[config.mk]
export PLATFORM = sky130hd
export DESIGN_NAME = tlb_fault_ctx_loader
export DESIGN_NICKNAME = d
export VERILOG_FILES = /design/src/rtl/tlbx_pkg.sv /design/src/rtl/tlbx_field_merge.sv /design/src/rtl/tlbx_hi_form.sv /design/src/rtl/tlbx_cause_sel.sv /design/src/rtl/tlb_fault_ctx_loader.sv
export SDC_FILE = /design/constraint.sdc
export NUM_CORES = 1
export LEC_CHECK = 0
export BUFFER_PORTS_ARGS = -buffer_cell sky130_fd_sc_hd__buf_2
export CAP_MARGIN = 20
export CORE_AREA = 3 3 181 183
export CTS_BUF_LIST = sky130_fd_sc_hd__clkbuf_2 sky130_fd_sc_hd__clkbuf_4 sky130_fd_sc_hd__clkbuf_8
export CTS_CLUSTER_DIAMETER = 150
export CTS_CLUSTER_SIZE = 16
export DETAILED_ROUTE_END_ITERATION = 10
export DIE_AREA = 0 0 184 186
export GPL_TIMING_DRIVEN = 0
export HOLD_SLACK_MARGIN = 0.12
export PLACE_DENSITY = 0.54
export SYNTH_ARGS = -nofsm -noshare
export SYNTH_HDL_FRONTEND = slang
export SYNTH_SLANG_ARGS = --single-unit
[constraint.sdc]
create_clock -name clk -period 1.35 [get_ports clk]
set_input_delay 0.2025 -clock clk [delete_from_list [all_inputs] [get_ports clk]]
set_output_delay 0.2025 -clock clk [all_outputs]
set_load 0.02 [all_outputs]
[src/rtl/tlbx_pkg.sv]
// Package tlbx_pkg
// Shared encodings for the TLB fault context loader: event kinds, access
// kinds, handler vectors and exception codes. Assumes 2-bit kind fields.
package tlbx_pkg;

    localparam int CODE_W = 5;

    typedef enum logic [1:0] {
        EV_REFILL   = 2'd0,
        EV_INVALID  = 2'd1,
        EV_MODIFIED = 2'd2,
        EV_RSVD     = 2'd3
    } ev_kind_e;

    typedef enum logic [1:0] {
        ACC_FETCH = 2'd0,
        ACC_LOAD  = 2'd1,
        ACC_STORE = 2'd2
    } acc_kind_e;

    typedef enum logic [1:0] {
        VEC_REFILL  = 2'd0,
        VEC_XREFILL = 2'd1,
        VEC_COMMON  = 2'd2
    } vec_sel_e;

    localparam logic [CODE_W-1:0] CODE_MOD  = 5'd1;
    localparam logic [CODE_W-1:0] CODE_TLBL = 5'd2;
    localparam logic [CODE_W-1:0] CODE_TLBS = 5'd3;

endpackage

[src/rtl/tlbx_field_merge.sv]
// Module tlbx_field_merge
// Replaces a contiguous field of a register image with new bits and keeps
// every other bit. Purely combinational. Assumes LSB + FW <= W.
module tlbx_field_merge #(
    parameter int W   = 64,
    parameter int LSB = 4,
    parameter int FW  = 19
) (
    input  logic [W-1:0]  old_val,
    input  logic [FW-1:0] field,
    output logic [W-1:0]  new_val
);

    // Per-bit choice between the inserted field and the kept old bit.
    for (genvar i = 0; i < W; i++) begin : g_bit
        if (i >= LSB && i < LSB + FW) begin : g_ins
            assign new_val[i] = field[i-LSB];
        end else begin : g_keep
            assign new_val[i] = old_val[i];
        end
    end

endmodule

[src/rtl/tlbx_hi_form.sv]
// Module tlbx_hi_form
// Builds the translation-entry key image: region bits on top, a zero gap,
// the page number, a zero gap, then the address-space identifier.
// Assumes VPN_LO >= ASID_W and VPN_HI < VA_W - REG_W.
module tlbx_hi_form #(
    parameter int VA_W   = 64,
    parameter int REG_W  = 2,
    parameter int VPN_HI = 39,
    parameter int VPN_LO = 13,
    parameter int ASID_W = 8,
    localparam int VPN_W   = VPN_HI - VPN_LO + 1,
    localparam int ZERO_HI = VA_W - REG_W - VPN_HI - 1,
    localparam int ZERO_LO = VPN_LO - ASID_W
) (
    input  logic [REG_W-1:0]  region,
    input  logic [VPN_W-1:0]  vpn,
    input  logic [ASID_W-1:0] asid,
    output logic [VA_W-1:0]   ehi_img
);

    // Concatenate the fields with zero fill in the unused address bits.
    assign ehi_img = {region, {ZERO_HI{1'b0}}, vpn, {ZERO_LO{1'b0}}, asid};

endmodule

[src/rtl/tlbx_cause_sel.sv]
// Module tlbx_cause_sel
// Chooses the exception code and handler vector from the event kind,
// access kind, exception level and addressing mode. Combinational.
// Assumes the reserved event kind is filtered out by the caller.
module tlbx_cause_sel
    import tlbx_pkg::*;
(
    input  logic [1:0]        ev_kind,
    input  logic [1:0]        acc_kind,
    input  logic              exl,
    input  logic              mode64,
    output logic [CODE_W-1:0] code,
    output logic [1:0]        vec
);

    // Code: modify for a clean-page store, otherwise load or store miss.
    always_comb begin
        if (ev_kind == EV_MODIFIED) begin
            code = CODE_MOD;
        end else if (acc_kind == ACC_STORE) begin
            code = CODE_TLBS;
        end else begin
            code = CODE_TLBL;
        end
    end

    // Vector: only a refill at base level leaves the common entry point.
    always_comb begin
        if (ev_kind != EV_REFILL || exl) begin
            vec = VEC_COMMON;
        end else if (mode64) begin
            vec = VEC_XREFILL;
        end else begin
            vec = VEC_REFILL;
        end
    end

endmodule

[src/rtl/tlb_fault_ctx_loader.sv]
// Module tlb_fault_ctx_loader
// Top of the fault context loader. On an accepted fault event it captures
// the faulting address, merges the page number into both pointer register
// layouts, forms the entry key, and registers the code and vector.
// Assumes ev_strobe is a single-cycle pulse qualified by the pipeline.
module tlb_fault_ctx_loader
    import tlbx_pkg::*;
#(
    parameter int VA_W      = 64,
    parameter int ASID_W    = 8,
    parameter int REG_W     = 2,
    parameter int VPN_HI    = 39,
    parameter int VPN_LO    = 13,
    parameter int CTX_VA_HI = 31,
    parameter int CTX_LSB   = 4,
    parameter int XCTX_LSB  = 4
) (
    input  logic              clk,
    input  logic              rst_n,
    input  logic              ev_strobe,
    input  logic [1:0]        ev_kind,
    input  logic [1:0]        acc_kind,
    input  logic [VA_W-1:0]   fault_va,
    input  logic [ASID_W-1:0] cur_asid,
    input  logic              exl,
    input  logic              mode64,
    input  logic [VA_W-1:0]   prev_ctx,
    input  logic [VA_W-1:0]   prev_xctx,
    output logic [VA_W-1:0]   badva_q,
    output logic [VA_W-1:0]   ctx_q,
    output logic [VA_W-1:0]   xctx_q,
    output logic [VA_W-1:0]   ehi_q,
    output logic [CODE_W-1:0] exc_code,
    output logic [1:0]        vec_sel,
    output logic              load_done
);

    localparam int VPN_W  = VPN_HI - VPN_LO + 1;
    localparam int CF_W   = CTX_VA_HI - VPN_LO + 1;
    localparam int XF_W   = REG_W + VPN_W;
    localparam int CTX_TOP  = CTX_LSB + CF_W - 1;
    localparam int XCTX_TOP = XCTX_LSB + XF_W - 1;

    logic                accept;
    logic [REG_W-1:0]    region;
    logic [VPN_W-1:0]    vpn;
    logic [XF_W-1:0]     xfield;
    logic [VA_W-1:0]     ctx_n;
    logic [VA_W-1:0]     xctx_n;
    logic [VA_W-1:0]     ehi_n;
    logic [CODE_W-1:0]   code_n;
    logic [1:0]          vec_n;

    // Event qualification: the reserved kind is dropped.
    assign accept = ev_strobe && (ev_kind != EV_RSVD);

    // Slices of the faulting address shared by the merges.
    assign region = fault_va[VA_W-1 -: REG_W];
    assign vpn    = fault_va[VPN_HI:VPN_LO];
    assign xfield = {region, vpn};

    tlbx_field_merge #(.W(VA_W), .LSB(CTX_LSB), .FW(CF_W)) u_ctx (
        .old_val (prev_ctx),
        .field   (fault_va[CTX_VA_HI:VPN_LO]),
        .new_val (ctx_n)
    );

    tlbx_field_merge #(.W(VA_W), .LSB(XCTX_LSB), .FW(XF_W)) u_xctx (
        .old_val (prev_xctx),
        .field   (xfield),
        .new_val (xctx_n)
    );

    tlbx_hi_form #(
        .VA_W(VA_W), .REG_W(REG_W), .VPN_HI(VPN_HI),
        .VPN_LO(VPN_LO), .ASID_W(ASID_W)
    ) u_hi (
        .region  (region),
        .vpn     (vpn),
        .asid    (cur_asid),
        .ehi_img (ehi_n)
    );

    tlbx_cause_sel u_cause (
        .ev_kind  (ev_kind),
        .acc_kind (acc_kind),
        .exl      (exl),
        .mode64   (mode64),
        .code     (code_n),
        .vec      (vec_n)
    );

    // Register bank: loaded only in the cycle of an accepted event.
    always_ff @(posedge clk) begin
        if (!rst_n) begin
            badva_q  <= '0;
            ctx_q    <= '0;
            xctx_q   <= '0;
            ehi_q    <= '0;
            exc_code <= '0;
            vec_sel  <= '0;
        end else if (accept) begin
            badva_q  <= fault_va;
            ctx_q    <= ctx_n;
            xctx_q   <= xctx_n;
            ehi_q    <= ehi_n;
            exc_code <= code_n;
            vec_sel  <= vec_n;
        end
    end

    // Completion flag: follows the accepted event by one cycle.
    always_ff @(posedge clk) begin
        if (!rst_n) begin
            load_done <= 1'b0;
        end else begin
            load_done <= accept;
        end
    end

    assert_badva_capture_R1: assert property (@(posedge clk) disable iff (!rst_n)
        accept |=> badva_q == $past(fault_va));

    assert_ctx_field_R2: assert property (@(posedge clk) disable iff (!rst_n)
        accept |=> (ctx_q[CTX_TOP:CTX_LSB] == $past(fault_va[CTX_VA_HI:VPN_LO]))
                && (ctx_q[CTX_LSB-1:0] == $past(prev_ctx[CTX_LSB-1:0]))
                && (ctx_q[VA_W-1:CTX_TOP+1] == $past(prev_ctx[VA_W-1:CTX_TOP+1])));

    assert_xctx_field_R3: assert property (@(posedge clk) disable iff (!rst_n)
        accept |=> (xctx_q[XCTX_TOP -: REG_W] == $past(fault_va[VA_W-1 -: REG_W]))
                && (xctx_q[XCTX_LSB+VPN_W-1:XCTX_LSB] == $past(fault_va[VPN_HI:VPN_LO]))
                && (xctx_q[VA_W-1:XCTX_TOP+1] == $past(prev_xctx[VA_W-1:XCTX_TOP+1])));

    assert_ehi_key_R4: assert property (@(posedge clk) disable iff (!rst_n)
        accept |=> (ehi_q[ASID_W-1:0] == $past(cur_asid))
                && (ehi_q[VPN_LO-1:ASID_W] == '0)
                && (ehi_q[VA_W-REG_W-1:VPN_HI+1] == '0));

    assert_mod_code_R5: assert property (@(posedge clk) disable iff (!rst_n)
        (accept && ev_kind == EV_MODIFIED) |=> exc_code == CODE_MOD);

    assert_xrefill_vec_R6: assert property (@(posedge clk) disable iff (!rst_n)
        (accept && ev_kind == EV_REFILL && !exl && mode64) |=> vec_sel == VEC_XREFILL);

    assert_common_vec_R7: assert property (@(posedge clk) disable iff (!rst_n)
        (accept && ev_kind != EV_REFILL) |=> vec_sel == VEC_COMMON);

    assert_done_pulse_R8: assert property (@(posedge clk) disable iff (!rst_n)
        accept |=> load_done);

    assert_hold_R9: assert property (@(posedge clk) disable iff (!rst_n)
        !accept |=> $stable(badva_q) && $stable(ctx_q) && $stable(xctx_q)
                 && $stable(ehi_q) && $stable(exc_code) && $stable(vec_sel) && !load_done);

endmodule

==> summary.md, run 1 <==
| Metric | Value |
|---|---|
| Run status | `complete, no violations` |
| Congestion Overflow GR | `0` |
| Crit. End Element | `flip-flop` |
| Initial cell density of the core | `20.45%` |
| Lkg Pwr | `5.423 nW` |
| Largest area contributor in the synthesized netlist | `sky130_fd_sc_hd__dfxtp_1` |
| Synthesized flop and latch total | `157` |
| Clock tree from TritonCTS | `built` |
| H-Tree Level Count | `4` |
| Die extent in x | `184 µm` |
| Depth of the worst register-to-register path | `3` |
| Maximum number of pins on one net before global-route repair | `17` |
| Wire length of the first global-routing pass | `41210 µm` |
| Worst hold path cell count | `3` |
| Core region area | `31390 µm²` |
| Count of endpoints failing hold in the final timing report | `0` |
| Combinational share of power | `24.5%` |
| Int Pwr | `7.703 mW` |
| Max transition margin | `47.07%` |
| Type of the tightest min-delay check | `primary input to flip-flop` |
| Cell-by-cell listing of the critical path | `buf_2, dlygate4sd3_1, inv_1, o21ai_0, dlygate4sd3_1, a21boi_1` |
| Instance area after placement | `8997 µm²` |
| Leading cell type in the layout, fill and taps excluded | `sky130_fd_sc_hd__buf_2` |
| Starting DRT DRC Count | `301` |
| Worst path required time | `1700 ps` |
| Worst-case clock skew | `0 ps` |
| Sinks on the clock net | `157` |
| Max-slew violations | `0` |
| Setup TNS after final layout | `0 ps` |
| Slew at the pin closest to its max-slew limit | `793.9 ps` |
| Power density over the cells | `998.3 nW/µm²` |
| Peak supply drop | `0.4436 mV` |
| Antenna fix cells | `0` |
| Final layout net count | `1610` |
| Leading cell types in the layout, fill and taps excluded | `sky130_fd_sc_hd__buf_2, sky130_fd_sc_hd__dlygate4sd3_1, sky130_fd_sc_hd__nand2_1` |
| Signal arrival time at the worst endpoint | `1670 ps` |
| Total via count after detailed routing | `7586` |
| Dominant cell type by count on the critical path | `sky130_fd_sc_hd__dlygate4sd3_1` |
| Post-synthesis cell count | `802` |
| Setup repair after global routing missed its margin | `true` |
| Max Fclk | `755.8 MHz` |
| Number of filler instances in the final layout | `3180` |
| Clock period minus worst slack | `1323 ps` |
| Total routed wirelength | `27670 µm` |
| Area fraction of the dominant cell type after synthesis | `48.97%` |
| Max-cap violations | `0` |
| Number of cells after detailed placement | `1626` |
| Startpoint type of the worst setup path | `primary input` |
| Setup Viol. Count Final | `0` |
| Number of buffers inserted during clock tree synthesis | `17` |
| Largest stage delay on the critical path | `570 ps` |
| Multi-input logic area | `2288 µm²` |
| Area of the die | `34220 µm²` |
| Syn. warnings | `0` |
| # DRC | `0` |
| Fraction of final layout cells with drive strength greater than 1 | `41.30%` |
| Area added between synthesis and finish | `78.81%` |
| Clock share of power | `31.0%` |
| Clk buf depth | `2` |
| Switching power | `3.755 mW` |
| Share of power burned in registers | `44.5%` |
| Clock slew at reported path FFs | `90 ps` |
| Sequential cell area fraction in the yosys report | `48.97%` |
| Number of ports placed on the die boundary | `473` |
| Total number of placement rows | `65` |
| Worst-Skew Late Latency | `450 ps` |
| Final non-filler cell total | `1816` |
| Port Buf Inserts | `393` |
| Switching share of power | `32.77%` |
| Number of detailed-route iterations in the first pass | `4` |
| Area used by sequential logic in the layout | `3234 µm²` |
| Share of the clock period used by the worst path after layout | `98.01%` |
| Mapped Avg Cell Area | `8.003 µm²` |
| Number of antenna violations at the first check in global routing | `0` |
| Avg Vias per Cell | `4.177` |
| Slowest stage cell on the critical path | `sky130_fd_sc_hd__dlygate4sd3_1` |
| Post-Route Utilization | `36.56%` |
| Final non-filler cell area | `11480 µm²` |
| Root Buffer Master | `sky130_fd_sc_hd__clkbuf_8` |
| Top cells by area in the synthesized netlist | `sky130_fd_sc_hd__dfxtp_1, sky130_fd_sc_hd__buf_4, sky130_fd_sc_hd__nand3_1, sky130_fd_sc_hd__nand2_1, sky130_fd_sc_hd__o21ai_0` |
| Weighted congestion at the end of routability-driven global placement | `0.7984` |
| Critical path class | `primary input to flip-flop` |
| Vertical die dimension | `186 µm` |
| Max FO, Critical Path | `2` |
| Cell area after synthesis | `6419 µm²` |
| Overall routing resource usage | `15.28%` |
| Via count of the first global-routing pass | `7560` |
| Synth unique cells | `21` |
| Detailed-route wire length per cell | `15.24 µm` |
| HPWL Detailed | `19550 µm` |
| Antenna Violating Nets Remaining | `0` |
## layer usage
metal / routed length (µm) / track usage, % / part of all wire [%]
met5: 0 / 0 / 0
met3: 2185 / 4.358 / 7.9
met1: 11000 / 17.38 / 40
met2: 13980 / 27.77 / 51
met4: 507 / 4.596 / 1.8
## cell usage after synthesis
library cell and instances:
sky130_fd_sc_hd__dfxtp_1 157, sky130_fd_sc_hd__nand2_1 154, sky130_fd_sc_hd__nand3_1 152, sky130_fd_sc_hd__buf_4 110, sky130_fd_sc_hd__o21ai_0 78, sky130_fd_sc_hd__o21ai_1 75, sky130_fd_sc_hd__clkbuf_1 46, sky130_fd_sc_hd__buf_2 17
sky130_fd_sc_hd__a21boi_0 1, sky130_fd_sc_hd__a21boi_2 1, sky130_fd_sc_hd__and2_1 1, sky130_fd_sc_hd__buf_1 1, sky130_fd_sc_hd__clkbuf_2 1, sky130_fd_sc_hd__conb_1 1, sky130_fd_sc_hd__inv_1 1, sky130_fd_sc_hd__nand2b_1 1
sky130_fd_sc_hd__nor2b_1 1, sky130_fd_sc_hd__o211a_1 1, sky130_fd_sc_hd__o221a_2 1, sky130_fd_sc_hd__o22ai_1 1, sky130_fd_sc_hd__or3_1 1
## power groups by stage
stage	Clock (mW)	Sequential, mW	Combinational [mW]
after detailed placement	0	5.21	2.28
after CTS	3.69	5.10	2.74
after floorplan	0	5.52	1.02
after global routing	3.87	5.13	3.04
final	3.55	5.09	2.81
after global placement	0	5.20	2.27
## final timing paths
path	endpoint	slack, ps	from
worst max-delay path	exc_code[1]$_SDFFE_PN0P_	30	ev_strobe
worst min-delay path	ctx_q[56]$_SDFFE_PN0P_	170	rst_n
worst max register to register	exc_code[1]$_SDFFE_PN0P_	190	exc_code[1]$_SDFFE_PN0P_
worst min register to register	xctx_q[47]$_SDFFE_PN0P_	450	xctx_q[47]$_SDFFE_PN0P_
## cell families after synthesis
kind of cell / share of synthesized area [%]
buffers and inverters: 17.08
DFF: 48.97
AOI/OAI and AO/OA: 12.65
other: 0.05842
and+or+nand+nor: 21.25
## repair_timing
| action | CTS | global route |
|---|---|---|
| gates resized for setup | 121 | 69 |
| endpoints found under the hold margin | 156 | 0 |
| setup endpoints to repair | 87 | 53 |
| setup buffers | 0 | 1 |
| hold buffers | 159 | 0 |
## critical path, delay by kind of cell
kind                   cells  cell delay (ps)
AOI/OAI and AO/OA          2              200
buffers and inverters      4             1270
## through the flow
step	setup slack (ps)	hold slack [ps]	power, mW
finish	26.87	166.7	11.46
global placement	-555.2	417.2	7.465
floorplan	280.9	332.9	6.540
CTS	0.04252	130.1	11.54
detailed placement	-493.9	425.3	7.486
global route	-10.02	164.9	12.04
## sequential cells by signal, summed over array words and instances, names as in the netlist
register and count:
vec_sel 2, ctx_q 45, xctx_q 36, ehi_q 8
exc_code 2, load_done 1, badva_q 63
## cell type report
cell class,instances,area share (%)
Buffer,173,9.626
Clock buffer,18,2.104
Clock inverter,14,1.177
Inverter,1,0.03270
Multi-Input combinational cell,498,19.94
Sequential cell,157,28.18
Tap cell,402,4.382
Timing Repair Buffer,553,34.56
Note: power is estimated with default switching activity, not from simulation.
==> run 2: changes to the inputs <==
==> constraint.sdc (replaced) <==
create_clock -name clk -period 1.35 [get_ports clk]
set_input_delay 0.0675 -clock clk [delete_from_list [all_inputs] [get_ports clk]]
set_output_delay 0.0675 -clock clk [all_outputs]
set_load 0.05 [all_outputs]
==> run 2 against run 1 <==
Non-clock buffer count grew 5. Global-route usage is essentially flat. Sequential power about the same. Flip-flop and latch count stayed put. Worst setup slack better by 15 ps. Final area fell by 2.2%. Critical endpoint is now exc_code[0]$_SDFFE_PN0P_. Highest routed layer is now met5.
==> summary.md, run 2 (synthesis results as in run 1) <==
| Metric | Value |
|---|---|
| Run status | `complete, no violations (unchanged)` |
| Worst-case register-to-register setup slack | `160 ps (was 190 ps)` |
| Maximum number of pins on one net before global-route repair | `17 (unchanged)` |
| Signal arrival time at the worst endpoint | `1660 ps (was 1670 ps)` |
| Worst path required time | `1710 ps (was 1700 ps)` |
| HPWL Detailed | `19550 µm (unchanged)` |
| Number of detailed-route iterations in the first pass | `5 (was 4)` |
| Critical path class | `primary input to flip-flop (unchanged)` |
| Worst reg2reg startpoint | `exc_code[1]$_SDFFE_PN0P_ (unchanged)` |
| Leading cell type in the layout, fill and taps excluded | `sky130_fd_sc_hd__buf_2 (unchanged)` |
| Max-cap violations | `0 (unchanged)` |
| Number of ports placed on the die boundary | `473 (unchanged)` |
| Setup TNS after final layout | `0 ps (unchanged)` |
| Clock tree from TritonCTS | `built (unchanged)` |
| Endpoint of the most critical register-to-register path | `exc_code[1]$_SDFFE_PN0P_ (unchanged)` |
| Wire length of the first global-routing pass | `41170 µm (was 41210 µm)` |
| Critical Path End | `exc_code[0]$_SDFFE_PN0P_ (was exc_code[1]$_SDFFE_PN0P_)` |
| Clock period minus worst slack | `1309 ps (was 1323 ps)` |
| Final non-filler cell total | `1821 (was 1816)` |
| Number of buffers added for setup after CTS | `0 (unchanged)` |
| Detailed-route wire length per cell | `15.10 µm (was 15.24 µm)` |
| Power density over the cells | `1110 nW/µm² (was 998.3 nW/µm²)` |
| Port Buf Inserts | `393 (unchanged)` |
| Worst-case clock skew | `0 ps (unchanged)` |
| H-Tree Level Count | `4 (unchanged)` |
| Total via count after detailed routing | `7573 (was 7586)` |
| Largest register FFs | `63 (unchanged)` |
| Root Buffer Master | `sky130_fd_sc_hd__clkbuf_8 (unchanged)` |
| Congestion Overflow GR | `0 (unchanged)` |
| Weighted congestion at the end of routability-driven global placement | `0.7984 (unchanged)` |
| Core region area | `31390 µm² (unchanged)` |
| Top Registers | `badva_q (63), ctx_q (45), xctx_q (36) (unchanged)` |
| Number of buffers inserted during clock tree synthesis | `17 (unchanged)` |
| Met2 Track Usage GR | `27.40% (was 27.77%)` |
| Highest-utilization routing layer at the global route stage | `met2 (unchanged)` |
| Peak supply drop | `0.4757 mV (was 0.4436 mV)` |
| Max-slew violations | `0 (unchanged)` |
| Slew at the pin closest to its max-slew limit | `790.0 ps (was 793.9 ps)` |
| Fraction of final layout cells with drive strength greater than 1 | `40.31% (was 41.30%)` |
| Number of cells after detailed placement | `1626 (unchanged)` |
| Clk buf depth | `2 (unchanged)` |
| Max Fclk | `764.2 MHz (was 755.8 MHz)` |
| Total routed wirelength | `27490 µm (was 27670 µm)` |
| Leading cell types in the layout, fill and taps excluded | `sky130_fd_sc_hd__buf_2, sky130_fd_sc_hd__buf_4, sky130_fd_sc_hd__dlygate4sd3_1 (was sky130_fd_sc_hd__buf_2, sky130_fd_sc_hd__dlygate4sd3_1, sky130_fd_sc_hd__nand2_1)` |
| Final layout net count | `1615 (was 1610)` |
| Total number of placement rows | `65 (unchanged)` |
| Via count of the first global-routing pass | `7511 (was 7560)` |
| Depth of the worst register-to-register path | `3 (unchanged)` |
| Area of the die | `34220 µm² (unchanged)` |
| # DRC | `0 (unchanged)` |
| Type of the tightest min-delay check | `primary input to flip-flop (unchanged)` |
| CP startpoint | `ev_strobe (unchanged)` |
| Met3 Track Usage GR | `4.475% (was 4.358%)` |
| Antenna fix cells | `0 (unchanged)` |
| Count of endpoints failing hold in the final timing report | `0 (unchanged)` |
| Clock slew at reported path FFs | `90 ps (about the same)` |
| Die extent in x | `184 µm (unchanged)` |
| Sinks on the clock net | `157 (unchanged)` |
| Largest reg by FF count | `badva_q (unchanged)` |
| Area added between synthesis and finish | `74.83% (was 78.81%)` |
| Vertical die dimension | `186 µm (unchanged)` |
| Setup Viol. Count Final | `0 (unchanged)` |
| Initial cell density of the core | `20.45% (unchanged)` |
| Number of antenna violations at the first check in global routing | `1 (was 0)` |
| Startpoint type of the worst setup path | `primary input (unchanged)` |
| Overall routing resource usage | `15.27% (was 15.28%)` |
| Avg Vias per Cell | `4.159 (was 4.177)` |
| Antenna Violating Nets Remaining | `0 (unchanged)` |
| Max transition margin | `47.33% (was 47.07%)` |
| Starting DRT DRC Count | `319 (was 301)` |
| Met1 Resource Use GR | `17.53% (was 17.38%)` |
| Lkg Pwr | `5.383 nW (was 5.423 nW)` |
| Share of the clock period used by the worst path after layout | `96.93% (was 98.01%)` |
| Crit. End Element | `flip-flop (unchanged)` |
| Max FO, Critical Path | `3 (was 2)` |
| Worst-Skew Late Latency | `450 ps (about the same)` |
-- run 2: cell count changes in the layout (fill, tap and decap cells not counted), moves of 5 or more --
cell,previous run,this run
sky130_fd_sc_hd__buf_2,343,337
sky130_fd_sc_hd__clkbuf_4,1,17
sky130_fd_sc_hd__dfxtp_1,128,139
sky130_fd_sc_hd__dfxtp_4,22,0
sky130_fd_sc_hd__buf_6,69,0
sky130_fd_sc_hd__dlygate4sd3_1,159,164
sky130_fd_sc_hd__dfxtp_2,7,18
sky130_fd_sc_hd__buf_4,107,166
-- run 2: routing by layer --
metal  wire length, µm  vias up
li1                  -     3755
met1             10970     3465
met2             13830      316
met3              2161       35
met4               517        2
met5                13        -
-- run 2: how the worst min path moves through the flow --
stage                       startpoint                        to  slack (ps)  cells after the start
final                       ev_kind[1]   vec_sel[0]$_SDFFE_PN0P_          90                      4
after global routing        ev_kind[1]   vec_sel[0]$_SDFFE_PN0P_         100                      4
after CTS                    ev_strobe  exc_code[1]$_SDFFE_PN0P_         -40                      3
after detailed placement   fault_va[1]   badva_q[1]$_SDFFE_PN0P_         290                      3
after global placement    fault_va[52]  badva_q[52]$_SDFFE_PN0P_         280                      3
after floorplan            fault_va[0]   badva_q[0]$_SDFFE_PN0P_         200                      2
-- run 2: repair_timing --
| action | 4_1_cts | 5_1_grt |
|---|---|---|
| endpoints found under the setup margin | 71 | 44 |
| gates resized for setup | 63 | 28 |
| hold endpoints to repair | 156 | 4 |
| hold buffers | 163 | 3 |
-- run 2: worst max-delay path, stage by stage --
cell	delay (ps)
sky130_fd_sc_hd__buf_2	100
sky130_fd_sc_hd__dlygate4sd3_1	550
sky130_fd_sc_hd__nand2b_1	80
sky130_fd_sc_hd__dlygate4sd3_1	620
sky130_fd_sc_hd__o221a_2	250
-- run 2: area by class of cell --
type / count / area, µm²
inverters: 1 / 3.754
clock buffers: 18 / 241.5
well taps: 402 / 503.0
multi-input cells: 498 / 2288
repair buffers: 558 / 3801
flip-flops and latches: 157 / 3166
fillers: 3226 / 20170
plain buffers: 173 / 1084
clock inverters: 14 / 135.1
-- run 2: report_power, final --
part	internal [mW]	leakage [nW]	total [mW]	switching, mW
sequential	4.92	1.30	5.11	0.190
clock	1.51	0.186	3.56	2.05
combinational	1.23	3.90	3.79	2.56
-- run 2: per-stage QoR --
stage,setup WS [ps],instance area [µm²],hold slack [ps],power [mW],utilization (%)
after floorplan,330.1,6528,197.9,7.597,-
after global placement,-420.2,8997,282.2,8.519,28.66
after detailed placement,-358.9,8997,290.3,8.540,28.66
after CTS,0.5321,11150,-41.46,12.57,35.53
after global routing,-4.359,11220,105.0,13.04,35.75
final,41.40,11220,91.45,12.46,35.75
==> run 3: changes to the inputs <==
Settings changed: PLACE_DENSITY 0.54 to 0.74, SYNTH_HIERARCHICAL set to 1.
==> run 3 against run 2 <==
Core utilization increased by 17 points. Global-route usage increased by 6.4 points. Flip-flop and latch count is 107 higher. Wire length is 42% higher. Critical path depth is 1 higher. Largest cell class unchanged. Highest routed layer is now met4.
==> summary.md, run 3 <==
| Metric | Value |
|---|---|
| Leading cell types in the layout, fill and taps excluded | `sky130_fd_sc_hd__nand2_1, sky130_fd_sc_hd__buf_2, sky130_fd_sc_hd__mux2i_1 (was sky130_fd_sc_hd__buf_2, sky130_fd_sc_hd__buf_4, sky130_fd_sc_hd__dlygate4sd3_1)` |
| Startpoint type of the worst setup path | `primary input (unchanged)` |
| Synthesized flop and latch total | `264 (was 157)` |
| Worst path required time | `1810 ps (was 1710 ps)` |
| # DRC | `0 (unchanged)` |
| Mapped Avg Cell Area | `9.113 µm² (was 8.003 µm²)` |
| Max Fclk | `765.8 MHz (was 764.2 MHz)` |
| Gate family responsible for the most delay along the worst path | `buffers and inverters (unchanged)` |
| Sequential cell area fraction in the yosys report | `43.08% (was 48.97%)` |
| Max-cap violations | `0 (unchanged)` |
| Number of antenna violations at the first check in global routing | `2 (was 1)` |
| Maximum number of pins on one net before global-route repair | `17 (unchanged)` |
| Root Buffer Master | `sky130_fd_sc_hd__clkbuf_8 (unchanged)` |
| Area fraction of the dominant cell type after synthesis | `43.08% (was 48.97%)` |
| Post-synthesis cell count | `1346 (was 802)` |
| Leading cell type in the layout, fill and taps excluded | `sky130_fd_sc_hd__nand2_1 (was sky130_fd_sc_hd__buf_2)` |
| Number of detailed-route iterations in the first pass | `5 (unchanged)` |
| Port Buf Inserts | `335 (was 393)` |
| Critical path depth in cells | `6 (was 5)` |
| Count of endpoints failing hold in the final timing report | `0 (unchanged)` |
| Worst hold path cell count | `4 (unchanged)` |
| Largest stage delay on the critical path | `530 ps (was 620 ps)` |
| Instance area after placement | `14550 µm² (was 8997 µm²)` |
| Met2 Track Usage GR | `39.04% (was 27.40%)` |
| Peak supply drop | `0.7147 mV (was 0.4757 mV)` |
| Top cells by area in the synthesized netlist | `sky130_fd_sc_hd__dfxtp_1, sky130_fd_sc_hd__mux2i_1, sky130_fd_sc_hd__nand2_1, sky130_fd_sc_hd__buf_4, sky130_fd_sc_hd__buf_8 (was sky130_fd_sc_hd__dfxtp_1, sky130_fd_sc_hd__buf_4, sky130_fd_sc_hd__nand3_1, sky130_fd_sc_hd__nand2_1, sky130_fd_sc_hd__o21ai_0)` |
| Starting DRT DRC Count | `390 (was 319)` |
| Power density over the cells | `1061 nW/µm² (was 1110 nW/µm²)` |
| Worst-Skew Late Latency | `540 ps (was 450 ps)` |
| Initial cell density of the core | `39.08% (was 20.45%)` |
| Wire length of the first global-routing pass | `58850 µm (was 41170 µm)` |
| Most frequent cells after synthesis | `sky130_fd_sc_hd__nand2_1, sky130_fd_sc_hd__dfxtp_1, sky130_fd_sc_hd__mux2i_1, sky130_fd_sc_hd__buf_4, sky130_fd_sc_hd__buf_2 (was sky130_fd_sc_hd__dfxtp_1, sky130_fd_sc_hd__nand2_1, sky130_fd_sc_hd__nand3_1, sky130_fd_sc_hd__buf_4, sky130_fd_sc_hd__o21ai_0)` |
| Dominant cell type by count on the critical path | `sky130_fd_sc_hd__buf_2 (was sky130_fd_sc_hd__dlygate4sd3_1)` |
| Total power | `17.55 mW (was 12.46 mW)` |
| H-Tree Level Count | `1 (was 4)` |
| Met3 Track Usage GR | `6.449% (was 4.475%)` |
| Area added between synthesis and finish | `34.80% (was 74.83%)` |
| Setup repair after global routing missed its margin | `false` |
| Worst path bufs/invs | `4 (was 3)` |
| Congestion Overflow GR | `0 (unchanged)` |
| Cell-by-cell listing of the critical path | `dlygate4sd3_1, buf_2, buf_2, buf_2, nand2_1, mux2i_1 (was buf_2, dlygate4sd3_1, nand2b_1, dlygate4sd3_1, o221a_2)` |
| Fraction of registers with async set or reset after synthesis | `0% (unchanged)` |
| Total via count after detailed routing | `10485 (was 7573)` |
| Antenna Violating Nets Remaining | `0 (unchanged)` |
| Detailed-route wire length per cell | `16.94 µm (was 15.10 µm)` |
| Weighted congestion at the end of routability-driven global placement | `0.8741 (was 0.7984)` |
| Run status | `complete, no violations (unchanged)` |
| Die extent in x | `184 µm (unchanged)` |
| Total routed wirelength | `38930 µm (was 27490 µm)` |
| Core region area | `31390 µm² (unchanged)` |
| Highest-utilization routing layer at the global route stage | `met2 (unchanged)` |
| Library cell with the highest instance count after synthesis | `sky130_fd_sc_hd__nand2_1 (was sky130_fd_sc_hd__dfxtp_1)` |
| Worst-case clock skew | `0 ps (unchanged)` |
| Clock period minus worst slack | `1306 ps (was 1309 ps)` |
| Share of the clock period used by the worst path after layout | `96.73% (was 96.93%)` |
| Count of flip-flops with a built-in enable after synthesis | `0 (unchanged)` |
| Most frequently used flop master after synthesis | `sky130_fd_sc_hd__dfxtp_1 (unchanged)` |
| Number of ports placed on the die boundary | `473 (unchanged)` |
| Fraction of final layout cells with drive strength greater than 1 | `34.04% (was 40.31%)` |
| Crit. End Element | `flip-flop (unchanged)` |
| Critical path class | `primary input to flip-flop (unchanged)` |
| Via count of the first global-routing pass | `11014 (was 7511)` |
| Number of buffers inserted during clock tree synthesis | `20 (was 17)` |
| Type of the tightest min-delay check | `primary input to flip-flop (unchanged)` |
| Avg Vias per Cell | `4.563 (was 4.159)` |
| Vertical die dimension | `186 µm (unchanged)` |
| HPWL Detailed | `26910 µm (was 19550 µm)` |
| Number of buffers added for setup after CTS | `0 (unchanged)` |
| Largest area contributor in the synthesized netlist | `sky130_fd_sc_hd__dfxtp_1 (unchanged)` |
| Depth of the worst register-to-register path | `2 (was 3)` |
| Slowest stage cell on the critical path | `sky130_fd_sc_hd__dlygate4sd3_1 (unchanged)` |
| Max-slew violations | `0 (unchanged)` |
| Sinks on the clock net | `264 (was 157)` |
| Clk buf depth | `3 (was 2)` |
| Number of filler instances in the final layout | `2739 (was 3226)` |
| Setup TNS after final layout | `0 ps (unchanged)` |
| Final non-filler cell area | `16540 µm² (was 11220 µm²)` |
| Cell area after synthesis | `12270 µm² (was 6419 µm²)` |
| Area of the die | `34220 µm² (unchanged)` |
| Signal arrival time at the worst endpoint | `1770 ps (was 1660 ps)` |
| Max FO, Critical Path | `10 (was 3)` |
| Synth unique cells | `16 (was 21)` |
| Total number of placement rows | `65 (unchanged)` |
| Setup Viol. Count Final | `0 (unchanged)` |
| Met1 Resource Use GR | `23.79% (was 17.53%)` |
| Lkg Pwr | `8.338 nW (was 5.383 nW)` |
| Clock slew at reported path FFs | `100 ps (was 90 ps)` |
| Clock tree from TritonCTS | `built (unchanged)` |
| Post-route worst hold slack | `303.2 ps (was 91.45 ps)` |
| Syn. warnings | `6 (was 0)` |
| Overall routing resource usage | `21.64% (was 15.27%)` |
| Final layout net count | `2104 (was 1615)` |
[run 3: changes by cell type after synthesis, moves of 11 or more]
cell / previous run / this run
sky130_fd_sc_hd__o21ai_1: 75 / 1
sky130_fd_sc_hd__clkbuf_1: 46 / 0
sky130_fd_sc_hd__nand2_1: 154 / 526
sky130_fd_sc_hd__dfxtp_1: 157 / 264
sky130_fd_sc_hd__mux2i_1: 0 / 263
sky130_fd_sc_hd__nand3_1: 152 / 0
sky130_fd_sc_hd__o21ai_0: 78 / 0
sky130_fd_sc_hd__buf_2: 17 / 47
sky130_fd_sc_hd__buf_8: 0 / 21
sky130_fd_sc_hd__buf_4: 110 / 196
sky130_fd_sc_hd__buf_6: 0 / 11
[run 3: final cells by class]
| cell class | count | area (µm²) | share of cell area (%) |
|---|---|---|---|
| inverters | 2 | 7.507 | 0.04540 |
| flip-flops and latches | 264 | 5288 | 31.98 |
| clock buffers | 21 | 289.0 | 1.748 |
| well taps | 402 | 503.0 | 3.042 |
| multi-input cells | 825 | 4773 | 28.87 |
| repair buffers | 499 | 3356 | 20.29 |
| diodes | 1 | 2.502 | 0.01513 |
| clock inverters | 1 | 8.758 | 0.05297 |
| plain buffers | 283 | 2308 | 13.96 |
[run 3: worst min-delay path: stages]
cell and delay, ps:
sky130_fd_sc_hd__dlygate4sd3_1 530, sky130_fd_sc_hd__buf_2 120, sky130_fd_sc_hd__nand2_1 40, sky130_fd_sc_hd__mux2i_1 60
[run 3: routing by layer]
metal / vias up / wire length (µm) / share of wire [%]
li1: 5129 / - / -
met1: 4830 / 15240 / 39
met2: 423 / 19020 / 49
met3: 103 / 3140 / 8.1
met4: 0 / 1529 / 3.9
met5: - / 0 / 0
[run 3: worst paths after layout]
| kind | slack, ps | startpoint | to |
|---|---|---|---|
| worst min-delay path | 300 | fault_va[41] | badva_q[41]$_SDFFE_PN0P_ |
| worst max-delay path | 40 | rst_n | badva_q[15]$_SDFFE_PN0P_ |
| worst min register to register | 460 | ctx_q[8]$_SDFFE_PN0P_ | ctx_q[8]$_SDFFE_PN0P_ |
| worst max register to register | 590 | badva_q[61]$_SDFFE_PN0P_ | badva_q[61]$_SDFFE_PN0P_ |
[run 3: power breakdown]
part / internal, mW / total (mW) / switching, mW / leakage (nW)
Combinational: 1.80 / 5.00 / 3.20 / 6.01
Sequential: 8.29 / 8.55 / 0.263 / 2.17
Clock: 1.41 / 4.00 / 2.59 / 0.156
[run 3: timing repair]
action,4_1_cts,5_1_grt
resized for setup,4,15
endpoints found under the setup margin,4,14
hold buffers,164,0
hold endpoints to repair,234,0
[run 3: cell families after synthesis]
kind of cell / share of synthesized area, %
flip-flops: 43.08
multiplexers: 21.46
buffers and inverters: 18.86
AO/OA/AOI/OAI: 0.1938
other: 0.06122
AND/OR/NAND/NOR: 16.34
[run 3: stage by stage]
stage	instances	setup WS, ps	util (%)
4_1_cts	2297	1.734	52.56
3_5_place_dp	2111	59.48	46.35
5_1_grt	2298	0.9948	52.67
3_3_place_gp	2111	106.5	46.35
6_report	2298	44.14	52.67
2_1_floorplan	1374	452.5	-
